$ cat src/rtl/hwvol_ctrl.sv
module hwvol_ctrl #(
  parameter int DEBOUNCE     = 240000,
  parameter int REPEAT_DELAY = 12000000,
  parameter int REPEAT_RATE  = 2400000,
  parameter logic [6:0]  VOL_ADDR  = 7'h02,
  parameter logic [15:0] RESET_VOL = 16'h8000
) (
  input  logic        clk,
  input  logic        rst_n,
  input  logic        vol_mode,
  input  logic        btn_up_n,
  input  logic        btn_dn_n,
  input  logic        sw_we,
  input  logic [15:0] sw_wdata,
  output logic [15:0] sw_rdata,
  output logic        cw_valid,
  output logic [6:0]  cw_addr,
  input  logic        cw_ready,
  output logic [15:0] cw_data
);
  localparam int DB_W  = $clog2(DEBOUNCE + 1);
  localparam int RMAX  = (REPEAT_DELAY > REPEAT_RATE) ? REPEAT_DELAY : REPEAT_RATE;
  localparam int RC_W  = $clog2(RMAX + 1);
  localparam logic [DB_W-1:0] DB_LAST = DB_W'(DEBOUNCE - 1);
  localparam logic [RC_W-1:0] RD_LAST = RC_W'(REPEAT_DELAY - 1);
  localparam logic [RC_W-1:0] RR_LAST = RC_W'(REPEAT_RATE - 1);

  logic [1:0] pin_n, s1, s2, held, held_q;
  logic [15:0] shadow;
  logic        combo, first;
  logic [RC_W-1:0] rcnt;

  assign pin_n = {btn_dn_n, btn_up_n};

  for (genvar g = 0; g < 2; g++) begin : g_btn
    logic [DB_W-1:0] cnt;
    logic            raw;
    assign raw = vol_mode & ~s2[g];
    always_ff @(posedge clk or negedge rst_n) begin
      if (!rst_n) begin
        s1[g]   <= 1'b1;
        s2[g]   <= 1'b1;
        held[g] <= 1'b0;
        cnt     <= '0;
      end else begin
        s1[g] <= pin_n[g];
        s2[g] <= s1[g];
        if (raw == held[g]) cnt <= '0;
        else if (cnt == DB_LAST) begin
          held[g] <= raw;
          cnt     <= '0;
        end else cnt <= cnt + 1'b1;
      end
    end
  end

  logic up, dn, single, press_edge, combo_hit, rep_fire, step_now, changed, bump;
  logic [4:0] l_now, r_now, l_nxt, r_nxt;
  logic [15:0] nxt;

  assign up = held[0];
  assign dn = held[1];
  assign single     = (up ^ dn) & ~combo;
  assign press_edge = (up & ~held_q[0] & ~dn) | (dn & ~held_q[1] & ~up);
  assign combo_hit  = up & dn & ~combo & ((up & ~held_q[0]) | (dn & ~held_q[1]));
  assign rep_fire   = single & ~press_edge & (rcnt == (first ? RD_LAST : RR_LAST));
  assign step_now   = single & (press_edge | rep_fire);

  assign l_now = shadow[12:8];
  assign r_now = shadow[4:0];
  assign l_nxt = up ? ((l_now == 5'd0) ? l_now : l_now - 5'd1)
                    : ((l_now == 5'd31) ? l_now : l_now + 5'd1);
  assign r_nxt = up ? ((r_now == 5'd0) ? r_now : r_now - 5'd1)
                    : ((r_now == 5'd31) ? r_now : r_now + 5'd1);
  assign nxt     = {shadow[15:13], l_nxt, shadow[7:5], r_nxt};
  assign changed = nxt != shadow;
  assign bump    = ~sw_we & vol_mode & (combo_hit | (step_now & changed));

  always_ff @(posedge clk or negedge rst_n) begin
    if (!rst_n) begin
      held_q <= 2'b00;
      combo  <= 1'b0;
      first  <= 1'b1;
      rcnt   <= '0;
    end else begin
      held_q <= held;
      if (combo_hit) combo <= 1'b1;
      else if (!up && !dn) combo <= 1'b0;
      if (press_edge) begin
        rcnt  <= '0;
        first <= 1'b1;
      end else if (rep_fire) begin
        rcnt  <= '0;
        first <= 1'b0;
      end else if (single) rcnt <= rcnt + 1'b1;
      else begin
        rcnt  <= '0;
        first <= 1'b1;
      end
    end
  end

  always_ff @(posedge clk or negedge rst_n) begin
    if (!rst_n) begin
      shadow   <= RESET_VOL;
      cw_valid <= 1'b0;
    end else begin
      if (sw_we) shadow <= sw_wdata;
      else if (vol_mode && combo_hit) shadow[15] <= ~shadow[15];
      else if (vol_mode && step_now) shadow <= nxt;
      if (bump) cw_valid <= 1'b1;
      else if (cw_ready) cw_valid <= 1'b0;
    end
  end

  assign sw_rdata = shadow;
  assign cw_data  = shadow;
  assign cw_addr  = VOL_ADDR;

  a_r6_sw_capture: assert property (@(posedge clk) disable iff (!rst_n)
    sw_we |=> sw_rdata == $past(sw_wdata));
  a_r8_hold_valid: assert property (@(posedge clk) disable iff (!rst_n)
    cw_valid && !cw_ready |=> cw_valid);
  a_r10_mode_off: assert property (@(posedge clk) disable iff (!rst_n)
    !vol_mode && !sw_we |=> sw_rdata == $past(sw_rdata));
  a_r2_one_step: assert property (@(posedge clk) disable iff (!rst_n)
    !sw_we |=> ({1'b0, sw_rdata[12:8]} == {1'b0, $past(sw_rdata[12:8])}) ||
               ({1'b0, sw_rdata[12:8]} == {1'b0, $past(sw_rdata[12:8])} + 6'd1) ||
               ({1'b0, sw_rdata[12:8]} + 6'd1 == {1'b0, $past(sw_rdata[12:8])}));
  a_r5_mute_alone: assert property (@(posedge clk) disable iff (!rst_n)
    !sw_we |=> (sw_rdata[15] == $past(sw_rdata[15])) || (sw_rdata[4:0] == $past(sw_rdata[4:0])));
  a_r3_no_idle_req: assert property (@(posedge clk) disable iff (!rst_n)
    !sw_we && !cw_valid |=> !cw_valid || (sw_rdata != $past(sw_rdata)));
endmodule

$ cat config.mk
export PLATFORM = sky130hd
export DESIGN_NAME = hwvol_ctrl
export DESIGN_NICKNAME = d
export VERILOG_FILES = /design/src/rtl/hwvol_ctrl.sv
export SDC_FILE = /design/constraint.sdc
export NUM_CORES = 1
export LEC_CHECK = 0
export BUFFER_PORTS_ARGS = -buffer_cell sky130_fd_sc_hd__clkbuf_2
export CORE_UTILIZATION = 28
export CTS_CLUSTER_SIZE = 8
export DETAILED_ROUTE_END_ITERATION = 6
export HOLD_SLACK_MARGIN = 0.08
export SLEW_MARGIN = 20
export SYNTH_ARGS = -nofsm -noshare
export SYNTH_HDL_FRONTEND = slang
export SYNTH_SLANG_ARGS = --single-unit
$ cat constraint.sdc
create_clock -name clk -period 3.72 [get_ports clk]
set_clock_uncertainty 0.1 [all_clocks]
set_input_delay 0.558 -clock clk [delete_from_list [all_inputs] [get_ports clk]]
set_output_delay 0.558 -clock clk [all_outputs]
set_load 0.01 [all_outputs]
==> reports/qor.log <==
[yosys] synthesized cell area 4640 µm²
[global_route] leftover overflow at the end of global routing 0
[cells_and_area] number of nets in the finished design 560
[placement] half-perimeter wire length of the detailed placement result 6680 µm
[global_route] via count of the first global-routing pass 3229
[critical_path] Critical path buffers and inverters 0
[routing] routed wire length per instance 12.4 µm
[routing] count of unresolved DRC violations after routing 0
[placement] PortBufs 55
[clock_network] total of hold buffers inserted after clock tree synthesis 0
[routing] amount of wire on met2 after detailed routing 4390 µm
[critical_path] number of cell instances on the worst register-to-register path 6
[yosys] Commonest cells post-synth sky130_fd_sc_hd__dfrtp_1 (81), sky130_fd_sc_hd__nor2_1 (76), sky130_fd_sc_hd__nand2_1 (43)
[critical_path] type of the worst setup path flop to flop
[routing] wire length on met3 347 µm
[yosys] Yosys top cell area share 0.437
[status] run status finished, final reports clean
[cells_and_area] layout filler cell count 1650
[yosys] Post-synth EDFFs 0
[sta] period utilization 0.630
[routing] routed metal-1 wire length 4490 µm
[critical_path] worst r2r dst cw_data[12]
[critical_path] Critical Path Sink Type flop
[clock_network] worst skew pair latency 340 ps
[yosys] dominant cells by area after synthesis sky130_fd_sc_hd__dfrtp_1 (44%), sky130_fd_sc_hd__xor2_1 (7.7%), sky130_fd_sc_hd__nor2_1 (6.1%)
[sta] RSZ-0062 raised after global routing no
[floorplanning] area of the die 17100 µm²
[sta] minimum clock period 2350 ps
[pwr] LEAKAGE 2.33 nW
[critical_path] startpoint type of the worst setup path flop
[global_route] global-route wire length before repair 15100 µm
[cells_and_area] final cell area excluding filler cells 5290 µm²
[routing] total wirelength of the detailed-routed design 9320 µm
[clock_network] deepest level of the CTS H-tree 3
[yosys] synthesized flop and latch total 87
[critical_path] Critical-path top delay cell sky130_fd_sc_hd__dfrtp_1
[sta] count of final max-slew check failures 0
[yosys] Synth Flop Type sky130_fd_sc_hd__dfrtp_1
[floorplanning] number of top-level pins 63
[global_route] global-route total usage across every layer 0.113
[yosys] sequential cell area fraction in the yosys report 0.471
[routing] first-iteration detailed-routing DRC count 169
[sta] Highest Clock Rate 426 MHz
[cells_and_area] diode count 0
[sta] transition time of the tightest slew-check pin 731 ps
[routing] number of nets still failing antenna checks after routing 0
[yosys] average instance area after synthesis 9.41 µm²
[critical_path] reg-to-reg startpoint rcnt[20]
[clock_network] clock transition at the registers of the reported paths 70 ps
[yosys] Synth Area in Simple Gates 0.231
[routing] highest routed metal layer met4
[critical_path] cell chain of the critical path or3_1 > nor4_2 > o2111ai_2 > a21oi_1 > nand2_1 > o32ai_2
[critical_path] Worst EP arrival 2480 ps
[global_route] largest net degree at the start of global routing 38
[sta] final sum of negative setup slack 0 ps
[clock_network] number of buffers inserted by post-CTS setup repair 0
[routing] 1st-pass router iterations 6
[pwr] Cell Pwr Density 413 nW/µm²
[yosys] dominant cell by count in the synthesized netlist sky130_fd_sc_hd__dfrtp_1
[pwr] worst vdd rail ir drop 0.228 mV
[placement] Placement Cell Area 5000 µm²
[sta] final hold violations 0
[floorplanning] die height 131 µm
[critical_path] critical path data required time 3860 ps
[job] count of maximum capacitance violations 0
[clock_network] clock root cell sky130_fd_sc_hd__clkbuf_16
[clock_network] post-CTS sizing 0
[yosys] synthesized instance count 493
[routing] total vias in the final route 3465
[routing] vias per inst 4.63
[floorplanning] Site Rows 46
[clock_network] clock buffers created by TritonCTS 9
[global_route] initial antenna violation count 0
[cells_and_area] area growth from synthesis to layout 14.1%
[sta] worst slack on hold paths 75.1 ps
[yosys] synthesized-area fraction occupied by adder cells 0.0243
[yosys] xor and xnor fraction of the mapped netlist area 0.113
[critical_path] critical path's largest stage delay 420 ps
[sta] worst slew slack as a fraction of its limit 0.508
[yosys] combinational family with the most area after synthesis simple AND/OR/NAND/NOR gates
[clock_network] number of clock sinks seen by CTS 87
[clock_network] number of buffers between clock root and the deepest sink 2
[sta] final setup vio count 0
[yosys] count of cell types in the netlist 44
[critical_path] cell class contributing the biggest share of worst-path delay compound AO/OA/AOI/OAI gates
[clock_network] CTS tree built
[critical_path] Worst Path Max Fanout 5
[floorplanning] Die X-Extent 131 µm
[yosys] biggest area consumer among synthesized cells sky130_fd_sc_hd__dfrtp_1
[yosys] async set or reset register ratio after synthesis 1.00
[cells_and_area] ratio of cells with drive above 1 in the final layout 0.176
[floorplanning] effective utilization at floorplan 0.289
[yosys] compound-gate portion of the synthesized area 0.0712
[yosys] portion of netlist area occupied by mux cells 0.0237
[placement] last weighted congestion value of the routability-driven placer 0.767
[pwr] Total Power 2.19 mW
[yosys] Synthesis Warnings 0
[critical_path] worst-case register-to-register setup slack 1370 ps
[worst_hold_path] type of the tightest min-delay check input port to async pin
[floorplanning] area inside the core boundary 16100 µm²
-- stage by stage --
step                instances  setup WS, ps  utilization
floorplan                 498          1640            -
global placement          733          1410        0.311
detailed placement        733          1380        0.311
CTS                       749          1350        0.330
global route              749          1160        0.330
finish                    749          1370        0.330
-- state kept, by name, summed over array words and instances (netlist names) --
signal	count
combo	1
cw_data	16
cw_valid	1
dn	1
first	1
g_btn.cnt	36
held_q	2
rcnt	24
s1	2
s2	2
up	1
-- layout by cell type, fill, tap and decap left out, types with 4 or more instances in the layout --
cell	netlist	routed
sky130_fd_sc_hd__nor2b_1	8	8
sky130_fd_sc_hd__dfstp_2	6	6
sky130_fd_sc_hd__o21ai_0	19	19
sky130_fd_sc_hd__dfrtp_1	81	81
sky130_fd_sc_hd__clkbuf_2	0	54
sky130_fd_sc_hd__nand3_1	29	29
sky130_fd_sc_hd__nor3_1	8	8
sky130_fd_sc_hd__clkbuf_16	0	9
sky130_fd_sc_hd__xnor2_1	19	19
sky130_fd_sc_hd__inv_1	15	15
sky130_fd_sc_hd__nor2_1	76	76
sky130_fd_sc_hd__and3_1	12	12
sky130_fd_sc_hd__ha_1	9	9
sky130_fd_sc_hd__mux2_2	8	8
sky130_fd_sc_hd__conb_1	2	7
sky130_fd_sc_hd__buf_4	23	5
sky130_fd_sc_hd__nand4_1	15	15
sky130_fd_sc_hd__a21oi_1	11	11
sky130_fd_sc_hd__nand2_1	43	43
sky130_fd_sc_hd__nor4b_1	5	5
sky130_fd_sc_hd__and4_1	6	6
sky130_fd_sc_hd__or3_1	4	4
sky130_fd_sc_hd__xor2_1	41	41
sky130_fd_sc_hd__o211ai_1	4	4
sky130_fd_sc_hd__a31oi_1	4	4
-- cells by family after synthesis --
logic type	after synthesis
simple gates	219
flops	87
xor+xnor	60
buf+inv	55
compound gates	51
mux	10
fa+ha+maj	9
other cells	2
-- how the worst max path moves through the flow --
stage                         from          end  slack [ps]  cells past startpoint
final                     rcnt[20]  cw_data[12]        1370                      6
after floorplan                 up  cw_data[10]        1640                      9
after CTS                 rcnt[20]  cw_data[12]        1350                      6
after global routing      rcnt[20]  cw_data[12]        1160                      6
after detailed placement  rcnt[20]  cw_data[12]        1380                      6
after global placement    rcnt[20]   cw_data[0]        1410                      6
-- report_power, final --
part / internal [mW] / switching, mW / total [mW]
logic: 0.102 / 0.128 / 0.231
clock network: 0.521 / 0.371 / 0.892
registers: 0.998 / 0.0679 / 1.07
-- metal layers --
layer  vias to the layer above  track usage
met5                         -            0
met4                         0       0.0284
met3                        10       0.0346
met2                        58        0.184
met1                      1681        0.145
li1                       1716            -
-- area by class of cell --
type,count,area [µm²],area share
Clock buffer,9,225,0.0426
Clock inverter,7,71.3,0.0135
Inverter,15,56.3,0.0106
Multi-Input combinational cell,356,2180,0.411
Sequential cell,87,2180,0.413
Tap cell,216,270,0.0511
Timing Repair Buffer,59,308,0.0582
Power figures use the tool's default switching activity.
